## src/rtl/i2c_tgt_pkg.sv

```systemverilog
package i2c_tgt_pkg;
  localparam int BYTE_W = 8;

  typedef enum logic [2:0] {
    ST_IDLE,
    ST_ADDR,
    ST_ACK,
    ST_RXPTR,
    ST_RXDAT,
    ST_TXDAT,
    ST_MACK,
    ST_IGNORE
  } eng_st_e;
endpackage

```

## src/rtl/i2c_line_filter.sv

```systemverilog
module i2c_line_filter #(
  parameter int STAGES   = 2,
  parameter int FILT_LEN = 3
) (
  input  logic clk,
  input  logic rst,
  input  logic din,
  output logic dout
);
  localparam int CW = $clog2(FILT_LEN + 1);

  logic [STAGES-1:0] sy;
  logic [CW-1:0]     cnt;
  logic              settled_in;

  assign settled_in = sy[STAGES-1];

  always_ff @(posedge clk) begin
    if (rst) begin
      sy   <= '1;
      cnt  <= '0;
      dout <= 1'b1;
    end else begin
      sy <= {sy[STAGES-2:0], din};
      if (settled_in != dout) begin
        if (cnt == CW'(FILT_LEN - 1)) begin
          dout <= settled_in;
          cnt  <= '0;
        end else begin
          cnt <= cnt + 1'b1;
        end
      end else begin
        cnt <= '0;
      end
    end
  end

  // the output only ever moves to the value the synchronised input held
  a_r6_follow_settled: assert property (@(posedge clk) disable iff (rst)
    !$stable(dout) |-> (dout == $past(settled_in)));
endmodule

```

## src/rtl/i2c_bus_events.sv

```systemverilog
module i2c_bus_events (
  input  logic clk,
  input  logic rst,
  input  logic scl_f,
  input  logic sda_f,
  output logic start,
  output logic stop,
  output logic scl_rise,
  output logic scl_fall
);
  logic scl_q, sda_q;

  always_ff @(posedge clk) begin
    if (rst) begin
      scl_q <= 1'b1;
      sda_q <= 1'b1;
    end else begin
      scl_q <= scl_f;
      sda_q <= sda_f;
    end
  end

  assign start    = scl_f & scl_q & sda_q & ~sda_f;
  assign stop     = scl_f & scl_q & ~sda_q & sda_f;
  assign scl_rise = scl_f & ~scl_q;
  assign scl_fall = ~scl_f & scl_q;
endmodule

```

## src/rtl/i2c_txn_timer.sv

```systemverilog
module i2c_txn_timer #(
  parameter int TMO_CYC = 200000
) (
  input  logic clk,
  input  logic rst,
  input  logic start,
  input  logic stop,
  output logic expire
);
  localparam int TW = $clog2(TMO_CYC + 1);

  logic          running;
  logic [TW-1:0] cnt;

  always_ff @(posedge clk) begin
    if (rst) begin
      running <= 1'b0;
      cnt     <= '0;
      expire  <= 1'b0;
    end else begin
      expire <= 1'b0;
      if (start) begin
        running <= 1'b1;
        cnt     <= '0;
      end else if (stop) begin
        running <= 1'b0;
      end else if (running) begin
        if (cnt == TW'(TMO_CYC - 1)) begin
          running <= 1'b0;
          expire  <= 1'b1;
        end else begin
          cnt <= cnt + 1'b1;
        end
      end
    end
  end

  // expiry is a single-cycle pulse
  a_r7_one_cycle: assert property (@(posedge clk) disable iff (rst)
    expire |=> !expire);
  // a STOP halts the timer, so no expiry follows it
  a_r7_stop_halts: assert property (@(posedge clk) disable iff (rst)
    stop |=> !expire);
endmodule

```

## src/rtl/i2c_proto_engine.sv

```systemverilog
module i2c_proto_engine
  import i2c_tgt_pkg::*;
#(
  parameter logic [6:0] DEV_ADDR = 7'h6A,
  parameter int         PTR_W    = 8
) (
  input  logic              clk,
  input  logic              rst,
  input  logic              scl_f,
  input  logic              sda_f,
  input  logic              scl_rise,
  input  logic              scl_fall,
  input  logic              start,
  input  logic              stop,
  input  logic              tmo,
  input  logic [BYTE_W-1:0] reg_rdata,
  output logic              sda_oe,
  output logic              reg_we,
  output logic [PTR_W-1:0]  reg_addr,
  output logic [BYTE_W-1:0] reg_wdata
);
  eng_st_e           state, after_ack;
  logic [BYTE_W-1:0] shreg;
  logic [3:0]        bitcnt;
  logic              mack;
  logic              rx_state;
  logic              byte_done;

  assign rx_state  = (state == ST_ADDR) || (state == ST_RXPTR) || (state == ST_RXDAT);
  assign byte_done = rx_state && scl_fall && (bitcnt == 4'd8);

  always_ff @(posedge clk) begin
    if (rst) begin
      state     <= ST_IDLE;
      after_ack <= ST_IDLE;
      shreg     <= '0;
      bitcnt    <= '0;
      mack      <= 1'b0;
      sda_oe    <= 1'b0;
      reg_we    <= 1'b0;
      reg_addr  <= '0;
      reg_wdata <= '0;
    end else begin
      reg_we <= 1'b0;
      if (reg_we) reg_addr <= reg_addr + 1'b1;
      if (start) begin
        state  <= ST_ADDR;
        bitcnt <= '0;
        sda_oe <= 1'b0;
      end else if (stop) begin
        state  <= ST_IDLE;
        sda_oe <= 1'b0;
      end else if (tmo) begin
        state  <= ST_IGNORE;
        bitcnt <= '0;
        sda_oe <= 1'b0;
      end else begin
        if (rx_state && scl_rise) begin
          shreg  <= {shreg[BYTE_W-2:0], sda_f};
          bitcnt <= bitcnt + 1'b1;
        end
        if (byte_done) begin
          bitcnt <= '0;
          unique case (state)
            ST_ADDR: begin
              if (shreg[7:1] == DEV_ADDR) begin
                sda_oe    <= 1'b1;
                state     <= ST_ACK;
                after_ack <= shreg[0] ? ST_TXDAT : ST_RXPTR;
              end else begin
                state <= ST_IGNORE;
              end
            end
            ST_RXPTR: begin
              reg_addr  <= shreg[PTR_W-1:0];
              sda_oe    <= 1'b1;
              state     <= ST_ACK;
              after_ack <= ST_RXDAT;
            end
            default: begin
              reg_we    <= 1'b1;
              reg_wdata <= shreg;
              sda_oe    <= 1'b1;
              state     <= ST_ACK;
              after_ack <= ST_RXDAT;
            end
          endcase
        end else if (scl_fall) begin
          case (state)
            ST_ACK: begin
              bitcnt <= '0;
              if (after_ack == ST_TXDAT) begin
                shreg  <= reg_rdata;
                sda_oe <= ~reg_rdata[7];
              end else begin
                sda_oe <= 1'b0;
              end
              state <= after_ack;
            end
            ST_TXDAT: begin
              if (bitcnt == 4'd7) begin
                sda_oe   <= 1'b0;
                reg_addr <= reg_addr + 1'b1;
                bitcnt   <= '0;
                state    <= ST_MACK;
              end else begin
                shreg  <= {shreg[BYTE_W-2:0], 1'b0};
                sda_oe <= ~shreg[6];
                bitcnt <= bitcnt + 1'b1;
              end
            end
            ST_MACK: begin
              if (mack) begin
                shreg  <= reg_rdata;
                sda_oe <= ~reg_rdata[7];
                state  <= ST_TXDAT;
              end else begin
                state <= ST_IGNORE;
              end
            end
            default: ;
          endcase
        end else if (scl_rise && state == ST_MACK) begin
          mack <= ~sda_f;
        end
      end
    end
  end

  // SDA drive holds while SCL is high, except on START, STOP or timeout
  a_r5_hold_while_high: assert property (@(posedge clk) disable iff (rst)
    (scl_f && !start && !stop && !tmo) |=> $stable(sda_oe));
  // the write strobe lasts one cycle
  a_r3_we_single: assert property (@(posedge clk) disable iff (rst)
    reg_we |=> !reg_we);
  // the pointer steps right after each write
  a_r3_ptr_step: assert property (@(posedge clk) disable iff (rst)
    (reg_we && !start && !stop && !tmo) |=> (reg_addr == PTR_W'($past(reg_addr) + 1'b1)));
  // a timeout leaves the bus released and writes nothing
  a_r8_quiet_after_tmo: assert property (@(posedge clk) disable iff (rst)
    tmo |=> (!sda_oe && !reg_we));
endmodule

```

## src/rtl/i2c_cfg_target.sv

```systemverilog
module i2c_cfg_target
  import i2c_tgt_pkg::*;
#(
  parameter logic [6:0] DEV_ADDR    = 7'h6A,
  parameter int         PTR_W       = 8,
  parameter int         SYNC_STAGES = 2,
  parameter int         FILT_LEN    = 3,
  parameter int         TMO_CYC     = 200000
) (
  input  logic              clk,
  input  logic              rst,
  input  logic              scl_i,
  input  logic              sda_i,
  output logic              sda_oe,
  output logic [PTR_W-1:0]  reg_addr,
  output logic [BYTE_W-1:0] reg_wdata,
  output logic              reg_we,
  input  logic [BYTE_W-1:0] reg_rdata,
  output logic              timeout_pulse
);
  localparam int LINES = 2;

  logic [LINES-1:0] raw_lines, filt_lines;
  logic start, stop, scl_rise, scl_fall;

  assign raw_lines = {sda_i, scl_i};

  for (genvar g = 0; g < LINES; g++) begin : g_line
    i2c_line_filter #(.STAGES(SYNC_STAGES), .FILT_LEN(FILT_LEN)) u_filt (
      .clk (clk),
      .rst (rst),
      .din (raw_lines[g]),
      .dout(filt_lines[g])
    );
  end

  i2c_bus_events u_evt (
    .clk     (clk),
    .rst     (rst),
    .scl_f   (filt_lines[0]),
    .sda_f   (filt_lines[1]),
    .start   (start),
    .stop    (stop),
    .scl_rise(scl_rise),
    .scl_fall(scl_fall)
  );

  i2c_txn_timer #(.TMO_CYC(TMO_CYC)) u_tmr (
    .clk   (clk),
    .rst   (rst),
    .start (start),
    .stop  (stop),
    .expire(timeout_pulse)
  );

  i2c_proto_engine #(.DEV_ADDR(DEV_ADDR), .PTR_W(PTR_W)) u_eng (
    .clk      (clk),
    .rst      (rst),
    .scl_f    (filt_lines[0]),
    .sda_f    (filt_lines[1]),
    .scl_rise (scl_rise),
    .scl_fall (scl_fall),
    .start    (start),
    .stop     (stop),
    .tmo      (timeout_pulse),
    .reg_rdata(reg_rdata),
    .sda_oe   (sda_oe),
    .reg_we   (reg_we),
    .reg_addr (reg_addr),
    .reg_wdata(reg_wdata)
  );
endmodule

```

## config.mk

```make
export PLATFORM = sky130hd
export DESIGN_NAME = i2c_cfg_target
export DESIGN_NICKNAME = d
export VERILOG_FILES = /design/src/rtl/i2c_tgt_pkg.sv /design/src/rtl/i2c_line_filter.sv /design/src/rtl/i2c_bus_events.sv /design/src/rtl/i2c_txn_timer.sv /design/src/rtl/i2c_proto_engine.sv /design/src/rtl/i2c_cfg_target.sv
export SDC_FILE = /design/constraint.sdc
export NUM_CORES = 1
export LEC_CHECK = 0
export ABC_AREA = 1
export BUFFER_PORTS_ARGS = -buffer_cell sky130_fd_sc_hd__buf_2
export CORE_ASPECT_RATIO = 0.7
export CORE_MARGIN = 2
export CORE_UTILIZATION = 30
export DETAILED_ROUTE_END_ITERATION = 7
export MAX_ROUTING_LAYER = met4
export PLACE_DENSITY_LB_ADDON = 0.25
export SYNTH_ARGS = -nofsm -noshare
export SYNTH_HDL_FRONTEND = slang
export SYNTH_SLANG_ARGS = --single-unit
```

## constraint.sdc

```tcl
create_clock -name clk -period 1.6 [get_ports clk]
set_input_delay 0.24 -clock clk [delete_from_list [all_inputs] [get_ports clk]]
set_output_delay 0.24 -clock clk [all_outputs]
set_load 0.05 [all_outputs]
```

# After elaboration in Yosys (flattened, before gate mapping)
# Index checks and enable logic that the tools add are counted.
[op_classes]
n_addsub = 5
eq_ne = 20
muxes = 49
n_bitwise = 23
n_reduce_logical = 30
[op_table]
columns = ["operator", "n"]
rows = [
  ["8-bit 2-to-1 mux", 15],
  ["3-bit 2-to-1 mux", 9],
  ["8-bit one-hot mux with 3 select lines", 1],
  ["4-bit 2-to-1 mux", 5],
  ["18-bit by 1-bit adder with 18-bit output (second input constant)", 1],
  ["18-bit == test (second input constant)", 1],
  ["1-bit inverter", 16],
  ["1-bit 2-to-1 mux", 15],
  ["3-bit == test (second input constant)", 4],
  ["3-bit AND reduction", 4],
  ["5-bit AND reduction", 2],
  ["5-bit nonzero test", 2],
  ["3-bit one-hot mux with 3 select lines", 1],
  ["3-bit OR reduction", 3],
  ["8-bit by 1-bit adder with 8-bit output (second input constant)", 1],
  ["4-bit one-hot mux with 2 select lines", 1],
  ["4-bit OR reduction", 2],
  ["1-bit bitwise AND", 7],
  ["7-bit == test (second input constant)", 1],
  ["7-bit nonzero test", 1],
  ["3-bit by 2-bit == test with 1-bit output (second input constant)", 2],
  ["6-bit by 4-bit != test with 1-bit output (second input constant)", 1],
  ["6-bit AND reduction", 1],
  ["5-bit OR reduction", 1],
  ["other kinds (21)", 30],
]
[word_totals]
regBits = 69
in_bits = 12
out_inout_bits = 19
elab_cells = 148

# Logic depth before layout (Yosys ltp)
# Gate-level depths: netlist of the first run.
[logic_depth]
ltp_word = 9
ltp_mapped = 11

# Cells and area by module
# A second synthesis of the first run with hierarchy kept.
[hier_totals]
cells_unflattened = 639
hier_area_um2 = 4122.7
[modules_own_cells]
columns = ["mod", "instances", "cells_per_inst", "area_per_inst_um2", "seq_area_each_um2"]
rows = [
  ["i2c_proto_engine", 1, 399, 2438.6, 740.7],
  ["i2c_txn_timer", 1, 186, 1236.2, 400.4],
  ["i2c_line_filter", 2, 19, 177.7, 100.1],
  ["i2c_bus_events", 1, 16, 92.6, 40.0],
]

# Worst setup path after synthesis of the first run
# Ideal clock, no wire load.
[synth_timing]
kind = "register to register"
start = "register u_eng.reg_addr[0]"
end = "register u_eng.reg_addr[6]"
setup_ns = 0.070
arrival_ns = 1.661
required_time_ns = 1.530
slack_ns = -0.130
stages_incl_launch_ff = 9
path_buffers = 0
synth_period_minus_slack_ns = 1.730
cell_sequence = "dfxtp_1 ha_1 nand3_1 nor2_1 xor2_1 nand2_1 nand2_1 nand2_1 a21oi_1"
[synth_between]
elab_chain_len = 9
elab_cells_between_ends = 10
[synth_lines]
columns = ["element", "line_no", "rtl"]
rows = [
  ["from (decl)", "i2c_proto_engine.sv:19", "output logic [PTR_W-1:0] reg_addr,"],
  ["from (signal assigned)", "i2c_proto_engine.sv:45", "if (reg_we) reg_addr <= reg_addr + 1'b1;"],
  ["from (signal assigned)", "i2c_proto_engine.sv:75", "reg_addr <= shreg[PTR_W-1:0];"],
  ["from (signal assigned)", "i2c_proto_engine.sv:103", "reg_addr <= reg_addr + 1'b1;"],
  ["8-bit by 1-bit adder with 8-bit output (*)", "i2c_proto_engine.sv:45, i2c_proto_engine.sv:103", ""],
  ["8-bit 2-to-1 mux", "i2c_proto_engine.sv:45", ""],
  ["8-bit 2-to-1 mux", "i2c_proto_engine.sv:101", "if (bitcnt == 4'd7) begin"],
  ["8-bit 2-to-1 mux", "i2c_proto_engine.sv:89", "case (state)"],
  ["8-bit 2-to-1 mux", "i2c_proto_engine.sv:88", "end else if (scl_fall) begin"],
  ["8-bit 2-to-1 mux", "i2c_proto_engine.sv:62", "if (byte_done) begin"],
  ["8-bit 2-to-1 mux", "i2c_proto_engine.sv:53", "end else if (tmo) begin"],
  ["8-bit 2-to-1 mux", "i2c_proto_engine.sv:50", "end else if (stop) begin"],
  ["8-bit 2-to-1 mux (*)", "i2c_proto_engine.sv:46", "if (start) begin"],
]
# Every way passes the cells marked *; elsewhere a longest branch is shown, timed or not.
# A chain may end at the register's enable or synchronous reset.

# Final worst setup path of the first run
[layout_timing]
start = "register u_eng.bitcnt[1]"
end = "register u_eng.reg_wdata[3]"
[layout_between]
elab_chain_len = 3
[layout_lines]
columns = ["element", "line_no", "rtl"]
rows = [
  ["from (decl)", "i2c_proto_engine.sv:24", "logic [3:0] bitcnt;"],
  ["from (signal assigned)", "i2c_proto_engine.sv:60", "bitcnt <= bitcnt + 1'b1;"],
  ["from (signal assigned)", "i2c_proto_engine.sv:109", "bitcnt <= bitcnt + 1'b1;"],
  ["4-bit == test", "i2c_proto_engine.sv:30", "assign byte_done = rx_state && scl_fall && (bitcnt == 4'd8);"],
  ["1-bit logical AND", "i2c_proto_engine.sv:30", ""],
  ["5-bit AND reduction (no line)", "-", ""],
  ["to (signal assigned)", "i2c_proto_engine.sv:82", "reg_wdata <= shreg;"],
  ["to (decl)", "i2c_proto_engine.sv:20", "output logic [BYTE_W-1:0] reg_wdata"],
]
# No other way between the ends.

==> impl_results.md, run 1 <==
- Final Cycle Share: 99.4%
- Worst vdd ir: 0.644 mV
- Gate Count Post-Synth: 617
- Synth Cell Area: 0.00407 mm^2
- Post-cts hold buffer count: 0
- Fill cells: 1400
- Final slew viol count: 0
- Routed wire length: 11.2 mm
- Flops & latches, synth: 69
- # rows: 35
- Minimum clock period: 1.59 ns
- Layout area overhead: 29.1%
- CTS H-tree depth: 3
- Outcome: complete, no violations
- Drt wl/cell: 12.9 um
- Pleak: 2.11 nW
- Sw power: 0.827 mW
- Post-layout net count: 697
- Number of global-route vias before repair: 3606
- Post-Place Cell Area: 0.00463 mm^2
- Die height: 101 um
- Dpl hpwl: 8.23 mm
- Synth cell types: 40
- Clock buffer depth: 2
- Max_slew headroom: 72.3%
- Core ar.: 0.0132 mm^2
- Chip width: 143 um
- Final Wtd Congestion: 0.896
- 1st-iter DRT viols: 284
- Fmax: 0.629 GHz
- Data required, critical path: 1.87 ns
- Post-route design area: 0.00525 mm^2
- Worst min path class: input port to flop
- Comb power frac: 2.8%
- Setup crit end kind: flop
- Post-Syn Nets: 635
- Die area: 0.0145 mm^2
- Crit start category: flop
- Crit Path Class: flop to flop
- RSZ-0062 raised after global routing: true
- IO Count: 31
- Setup violations, final: 0
- Pin count of the biggest net entering global routing: 21
- Worst-path clk slew: 0.06 ns
- CTS Buf Count: 9
- Final Skew: 0.00716 ns
- First-pass GRT wire length: 17.8 mm
- Int Pwr: 3.33 mW
- Drc violations: 0
- TritonRoute pass-1 iters: 5
- Routed via count: 4090
- Global Route Usage Sum: 16.0%
- Syn avg cell area: 6.59 um^2
- Share of layout cells above drive strength 1: 24.7%
- CP max FO: 8
- Switching Fraction: 19.9%
- Starting Density: 30.8%
- Clock Latency Late Sink: 0.33 ns
- Clock Tree Root: clkbuf_16
- Tightest Pin Transition: 0.413 ns
- Seq pwr share: 41.7%
- Hold Fails Final Rpt: 0
- CTS tree: built
- Sequential cell area fraction in the yosys report: 34.0%
- Port-buffer cells: 30
- N_diodes: 0
- Congestion Overflow GR: 0
- Synth Warn #: 0
- Final setup TNS: 0 ns
- Pwr/cell area: 793 mW/mm^2
- Number of vias per cell: 4.71
- Maxcap violations: 0
- Clock Power Share: 55.5%
- Num Clock Sinks: 69
- Worst Path Arrival: 1.86 ns
- ANT nets after route: 0
- Antenna violations before repair: 0
-- layout by cell type, fill, tap and decap left out, types with 4 or more instances in the layout --
| master | n |
|---|---|
| a21boi_1 | 4 |
| a21oi_1 | 50 |
| a21oi_2 | 12 |
| buf_2 | 30 |
| buf_4 | 30 |
| clkbuf_16 | 10 |
| dfxtp_1 | 60 |
| dfxtp_2 | 7 |
| inv_1 | 40 |
| inv_2 | 13 |
| nand2_1 | 187 |
| nand2_2 | 9 |
| nand2_4 | 4 |
| nand3_1 | 32 |
| nand3_2 | 4 |
| nand3_4 | 4 |
| nand4_1 | 8 |
| nor2_1 | 55 |
| nor2_2 | 5 |
| nor2_4 | 8 |
| o21ai_0 | 30 |
| o21ai_1 | 13 |
| or2_2 | 5 |
| xnor2_1 | 4 |
| xor2_1 | 13 |
-- synth_stat cells (all sizes together) --
cell	instances	area [um^2]
o21a	1	7.51
inv	56	213
xor2	13	114
nand3b	1	7.51
a22oi	1	7.51
o211ai	3	22.5
mux2i	1	10.0
nand4	8	50.1
buf	8	71.3
a21oi	62	344
or2	5	31.3
nand2	203	801
clkinv	1	3.75
nand3	40	235
a21boi	4	30.0
o21ai	46	230
dfxtp	69	1380
xnor2	4	35.0
nor2	68	293
nor3	4	36.3
ha	6	75.1
o22ai	2	12.5
nor3b	2	15.0
clkbuf	7	26.3
nor4	2	12.5
-- layout make-up --
cell class	instances	area, um^2	area share (%)
Clock buffer	12	246	4.70
Clock inverter	4	95.1	1.81
Inverter	57	221	4.22
Multi-Input combinational cell	476	2570	49.0
Sequential cell	69	1400	26.6
Tap cell	185	231	4.41
Timing Repair Buffer	66	483	9.21
-- through the flow --
| stage | setup WS (ns) | std cells | utilization, % | total power, mW | hold WS (ns) |
|---|---|---|---|---|---|
| after floorplan | 0.0110 | 617 | - | 1.84 | 0.344 |
| after global placement | 0.0286 | 849 | 35.1 | 1.89 | 0.391 |
| after detailed placement | 0.00176 | 849 | 35.1 | 1.89 | 0.393 |
| after CTS | -0.00209 | 865 | 37.8 | 4.21 | 0.0834 |
| after global routing | -0.0606 | 869 | 39.8 | 4.30 | 0.0890 |
| final | 0.00909 | 869 | 39.8 | 4.16 | 0.0944 |
-- worst max-delay path: stages, from the launching register on --
cell     delay [ns]
dfxtp_4        0.36
inv_4          0.07
ha_4           0.13
nand3_4        0.06
nor2_4         0.21
nand3_2        0.15
nor2_4         0.20
buf_12         0.14
o21ai_0        0.07
a21oi_1        0.12
-- logic make-up (layout without fill, tap and decap cells) --
group / count (synthesis) / after routing / synth area share [%]
AOI/OAI and AO/OA: 119 / 119 / 16.1
xor gates and xnor gates: 17 / 17 / 3.66
adders and majority gates: 6 / 6 / 1.85
buffers and inverters: 72 / 139 / 7.73
DFF: 69 / 69 / 34.0
muxes: 1 / 1 / 0.246
and+or+nand+nor: 333 / 333 / 36.4
-- sequential cells by signal, indices dropped and copies added (netlist names) --
name                count
u_eng.sda_oe            1
u_tmr.running           1
u_evt.sda_q             1
g_line.u_filt.sy        4
g_line.u_filt.cnt       4
g_line.u_filt.dout      2
u_eng.reg_addr          8
u_tmr.expire            1
u_eng.after_ack         3
u_eng.bitcnt            4
u_eng.mack              1
u_tmr.cnt              18
u_eng.state             3
u_eng.reg_we            1
u_evt.scl_q             1
u_eng.reg_wdata         8
u_eng.shreg             8
-- power groups by stage --
| stage | clock, mW | combinational (mW) | sequential (mW) |
|---|---|---|---|
| 2_1_floorplan | 0 | 0.0642 | 1.78 |
| 6_report | 2.31 | 0.116 | 1.73 |
| 3_5_place_dp | 0 | 0.113 | 1.77 |
| 3_3_place_gp | 0 | 0.112 | 1.77 |
| 5_1_grt | 2.43 | 0.130 | 1.73 |
| 4_1_cts | 2.36 | 0.113 | 1.74 |
-- worst paths after layout --
path         slack, ns  depth (start not counted)                      to                    from
max reg2reg      0.009                          9      u_eng.reg_wdata[3]         u_eng.bitcnt[1]
max              0.009                          9      u_eng.reg_wdata[3]         u_eng.bitcnt[1]
min reg2reg       0.41                          1  g_line[0].u_filt.sy[1]  g_line[0].u_filt.sy[0]
min               0.09                          2  g_line[1].u_filt.sy[0]                   sda_i
-- timing repair --
action                                  CTS  global route
setup buffers                             0             3
cloned                                    0             1
hold endpoints to repair                  0             0
endpoints found under the setup margin    3            54
gates resized for setup                   2            63
pin swaps                                 0            15
-- layer usage --
metal	up-vias	share of wire, %	track usage (%)
met1	1843	54	24.1
met3	8	6.3	3.55
met5	-	0	-
li1	2135	-	-
met2	104	39	21.3
met4	0	0.93	3.66
No activity file was read; power rests on OpenSTA's default activity.
==> run 2: changes to the inputs <==
--- a/config.mk
+++ b/config.mk
@@ -6,11 +6,11 @@
 export NUM_CORES = 1
 export LEC_CHECK = 0
 export ABC_AREA = 1
-export BUFFER_PORTS_ARGS = -buffer_cell sky130_fd_sc_hd__buf_2
 export CORE_ASPECT_RATIO = 0.7
 export CORE_MARGIN = 2
 export CORE_UTILIZATION = 30
 export DETAILED_ROUTE_END_ITERATION = 7
+export DONT_BUFFER_PORTS = 1
 export MAX_ROUTING_LAYER = met4
 export PLACE_DENSITY_LB_ADDON = 0.25
 export SYNTH_ARGS = -nofsm -noshare
==> run 2 against run 1 <==
  * Critical path depth unchanged
  * Sequential power about the same
  * Clock power decreased by 12%
  * Wire length increased by 4.5%
  * Total power decreased by 6.8%
  * Combinational power decreased by 3%
  * Clock skew increased by 0.0022 ns
  * Maximum frequency increased by 1.4%
  * Via count increased by 2.3%
  * Count of clock-buffer cells in the layout decreased by 2
  * Largest cell class unchanged
  * Largest power group unchanged
  * Highest routed layer unchanged
==> impl_results.md, run 2 (synthesis results as in run 1) <==
- Outcome: complete, no violations
- Met3 WL: 840 um (+19%)
- Seq pwr share: 44.7% (+3.0 points)
- First-pass GRT wire length: 18.6 mm (+4.5%)
- Worst setup path startpoint: u_eng.bitcnt[1]
- Largest stage delay, worst path: 0.34 ns (-0.02 ns)
- Dpl hpwl: 8.34 mm (+1.3%)
- Congestion Overflow GR: 0 (unchanged)
- Pleak: 2.03 nW (-3.5%)
- Max reg flops: 18 (unchanged)
- Minimum clock period: 1.57 ns (-0.0222 ns)
- Switching Fraction: 22.9% (+3.0 points)
- Routed wire length: 11.7 mm (+4.5%)
- Sw power: 0.888 mW (+7.3%)
- Routed via count: 4183 (+2.3%)
- Int Pwr: 2.99 mW (-10%)
- Routed wl met2: 4.67 mm (+7.0%)
- DP Cell Count: 831 (-2.1%)
- Antenna violations before repair: 0 (unchanged)
- Worst min path class: input port to flop
- Worst Path Arrival: 1.83 ns (-0.03 ns)
- RSZ-0062 raised after global routing: true
- Number of vias per cell: 4.82 (+2.5%)
- Wl on met1: 6.04 mm (+0.23%)
- Die height: 101 um (unchanged)
- Core ar.: 0.0132 mm^2 (unchanged)
- Setup crit end kind: flop
- Layout area overhead: 28.9% (about the same)
- Final Cycle Share: 98.0% (-1.4 points)
- Global Route Usage Sum: 16.8% (+0.77 points)
- Slowest cell on the critical path: dfxtp_2
- 1st-iter DRT viols: 412 (+45%)
- CTS tree: built
- Number of global-route vias before repair: 3773 (+4.6%)
- CTS H-tree depth: 3 (unchanged)
- Clock Power Share: 52.4% (-3.1 points)
- Crit start category: flop
- Fill cells: 1316 (-6.0%)
- Share of layout cells above drive strength 1: 24.3% (-0.37 points)
- Maxcap violations: 0 (unchanged)
- Clock Tree Root: clkbuf_16
- Final slew viol count: 0 (unchanged)
- Pwr/cell area: 739 mW/mm^2 (-6.7%)
- IO Count: 31 (unchanged)
- Num Clock Sinks: 69 (unchanged)
- TritonRoute pass-1 iters: 5 (unchanged)
- CTS Buf Count: 9 (unchanged)
- Clock buffer depth: 2 (unchanged)
- Data required, critical path: 1.86 ns (about the same)
- Post-layout net count: 695 (-0.29%)
- Most flop-heavy register: u_tmr.cnt
- Drt wl/cell: 13.5 um (+4.7%)
- # rows: 35 (unchanged)
- Non-Filler Instances: 867 (-0.23%)
- Starting Density: 30.8% (unchanged)
- Final Skew: 0.00931 ns (+0.00215 ns)
- Hold Fails Final Rpt: 0 (unchanged)
- CP max FO: 5 (-3)
- Die area: 0.0145 mm^2 (unchanged)
- Highest metal used: met4
- Max_slew headroom: 63.2% (-9.2 points)
- Crit Path Class: flop to flop
- ANT nets after route: 0 (unchanged)
- Port-buffer cells: 0 (-100%)
- Crit-path cells: inv_2 -> ha_4 -> nand3_4 -> nor2_4 -> buf_4 -> nand4_1 -> nand3_1 -> nand2_1 -> a21oi_2
- Clock Latency Late Sink: 0.34 ns (about the same)
- Worst vdd ir: 0.560 mV (-13%)
- Tightest Pin Transition: 0.552 ns (+0.139 ns)
- Drc violations: 0 (unchanged)
- Most frequent cells in the layout: 185 x nand2_1, 59 x dfxtp_1, 53 x nor2_1
- Reg2reg start: u_eng.bitcnt[1]
- Critical hold path startpoint: rst
- Commonest non-fill, non-tap cell in the layout: nand2_1
- Final Wtd Congestion: 0.928 (+3.5%)
- N_diodes: 0 (unchanged)
- Comb power frac: 2.9% (about the same)
- Setup violations, final: 0 (unchanged)
- Fmax: 0.637 GHz (+1.4%)
- Chip width: 143 um (unchanged)
- Worst-path clk slew: 0.06 ns (about the same)
- Total power: 3.87 mW (-6.8%)
- Pin count of the biggest net entering global routing: 23 (+9.5%)
## run 2: cell types whose count changed in the layout (fill, tap and decap cells not counted), moves of 2 or more
| cell | change |
|---|---|
| dlygate4sd3_1 | +8 |
| nand2_2 | +6 |
| o21ai_1 | -4 |
| inv_6 | +3 |
| bufinv_16 | -2 |
| clkinvlp_4 | +3 |
| nand2_8 | -2 |
| nor2_1 | -2 |
| nand2_1 | -2 |
| inv_4 | -2 |
| o21ai_2 | +3 |
| buf_4 | +20 |
| buf_2 | -30 |
| nor2_2 | +2 |
## run 2: metal layers
layer	vias up	global-route usage, %
met4	0	5.41
met1	1914	24.6
li1	2114	-
met5	-	-
met2	138	22.2
met3	17	4.16
## run 2: power by group through the flow
| stage | clock network, mW | registers [mW] | logic [mW] |
|---|---|---|---|
| final | 2.03 | 1.73 | 0.112 |
| after floorplan | 0 | 1.78 | 0.0642 |
| after detailed placement | 0 | 1.77 | 0.0889 |
| after global placement | 0 | 1.77 | 0.0877 |
| after CTS | 2.07 | 1.74 | 0.101 |
| after global routing | 2.15 | 1.73 | 0.125 |
## run 2: worst paths after layout
| check | endpoint | slack, ns | cells after the start |
|---|---|---|---|
| min | g_line[0].u_filt.dout | 0.02 | 2 |
| max | u_eng.state[0] | 0.03 | 9 |
| min reg2reg | g_line[1].u_filt.cnt[0] | 0.41 | 1 |
| max reg2reg | u_eng.state[0] | 0.03 | 9 |
## run 2: layout make-up
type / instances / area [um^2] / share of cell area (%)
clock buffer: 10 / 229 / 4.37
clock inverter: 6 / 70.1 / 1.34
inverter: 57 / 221 / 4.23
multi-input combinational: 477 / 2540 / 48.4
sequential: 69 / 1400 / 26.7
tap: 185 / 231 / 4.42
timing repair buffer: 63 / 552 / 10.5
## run 2: worst max-delay path: cells and delay by family, from the launching register on
kind                       cells  cell delay [ns]
adders and majority gates      1             0.14
AOI/OAI and AO/OA              1             0.13
DFF                            1             0.34
and+or+nand+nor                5             0.66
buffers and inverters          2             0.23
## run 2: metrics by stage
stage / cell area (um^2) / hold slack (ns) / util, % / TNS, ns / setup WS (ns)
detailed placement: 4570 / 0.316 / 34.7 / -0.0599 / -0.0250
CTS: 4950 / -0.0524 / 37.6 / -0.0204 / -0.00825
floorplan: 4070 / 0.344 / - / 0 / 0.0110
global route: 5240 / 0.0241 / 39.8 / -0.875 / -0.0666
finish: 5240 / 0.0216 / 39.8 / 0 / 0.0313
global placement: 4570 / 0.307 / 34.7 / -0.0134 / -0.00951
## run 2: repair_timing
action | 4_1_cts | 5_1_grt
resized for setup | 5 | 56
pin swaps | 2 | 13
setup endpoints to repair | 7 | 52
hold buffers | 7 | 1
setup buffers | 0 | 10
cloned | 0 | 2
hold endpoints to repair | 11 | 6
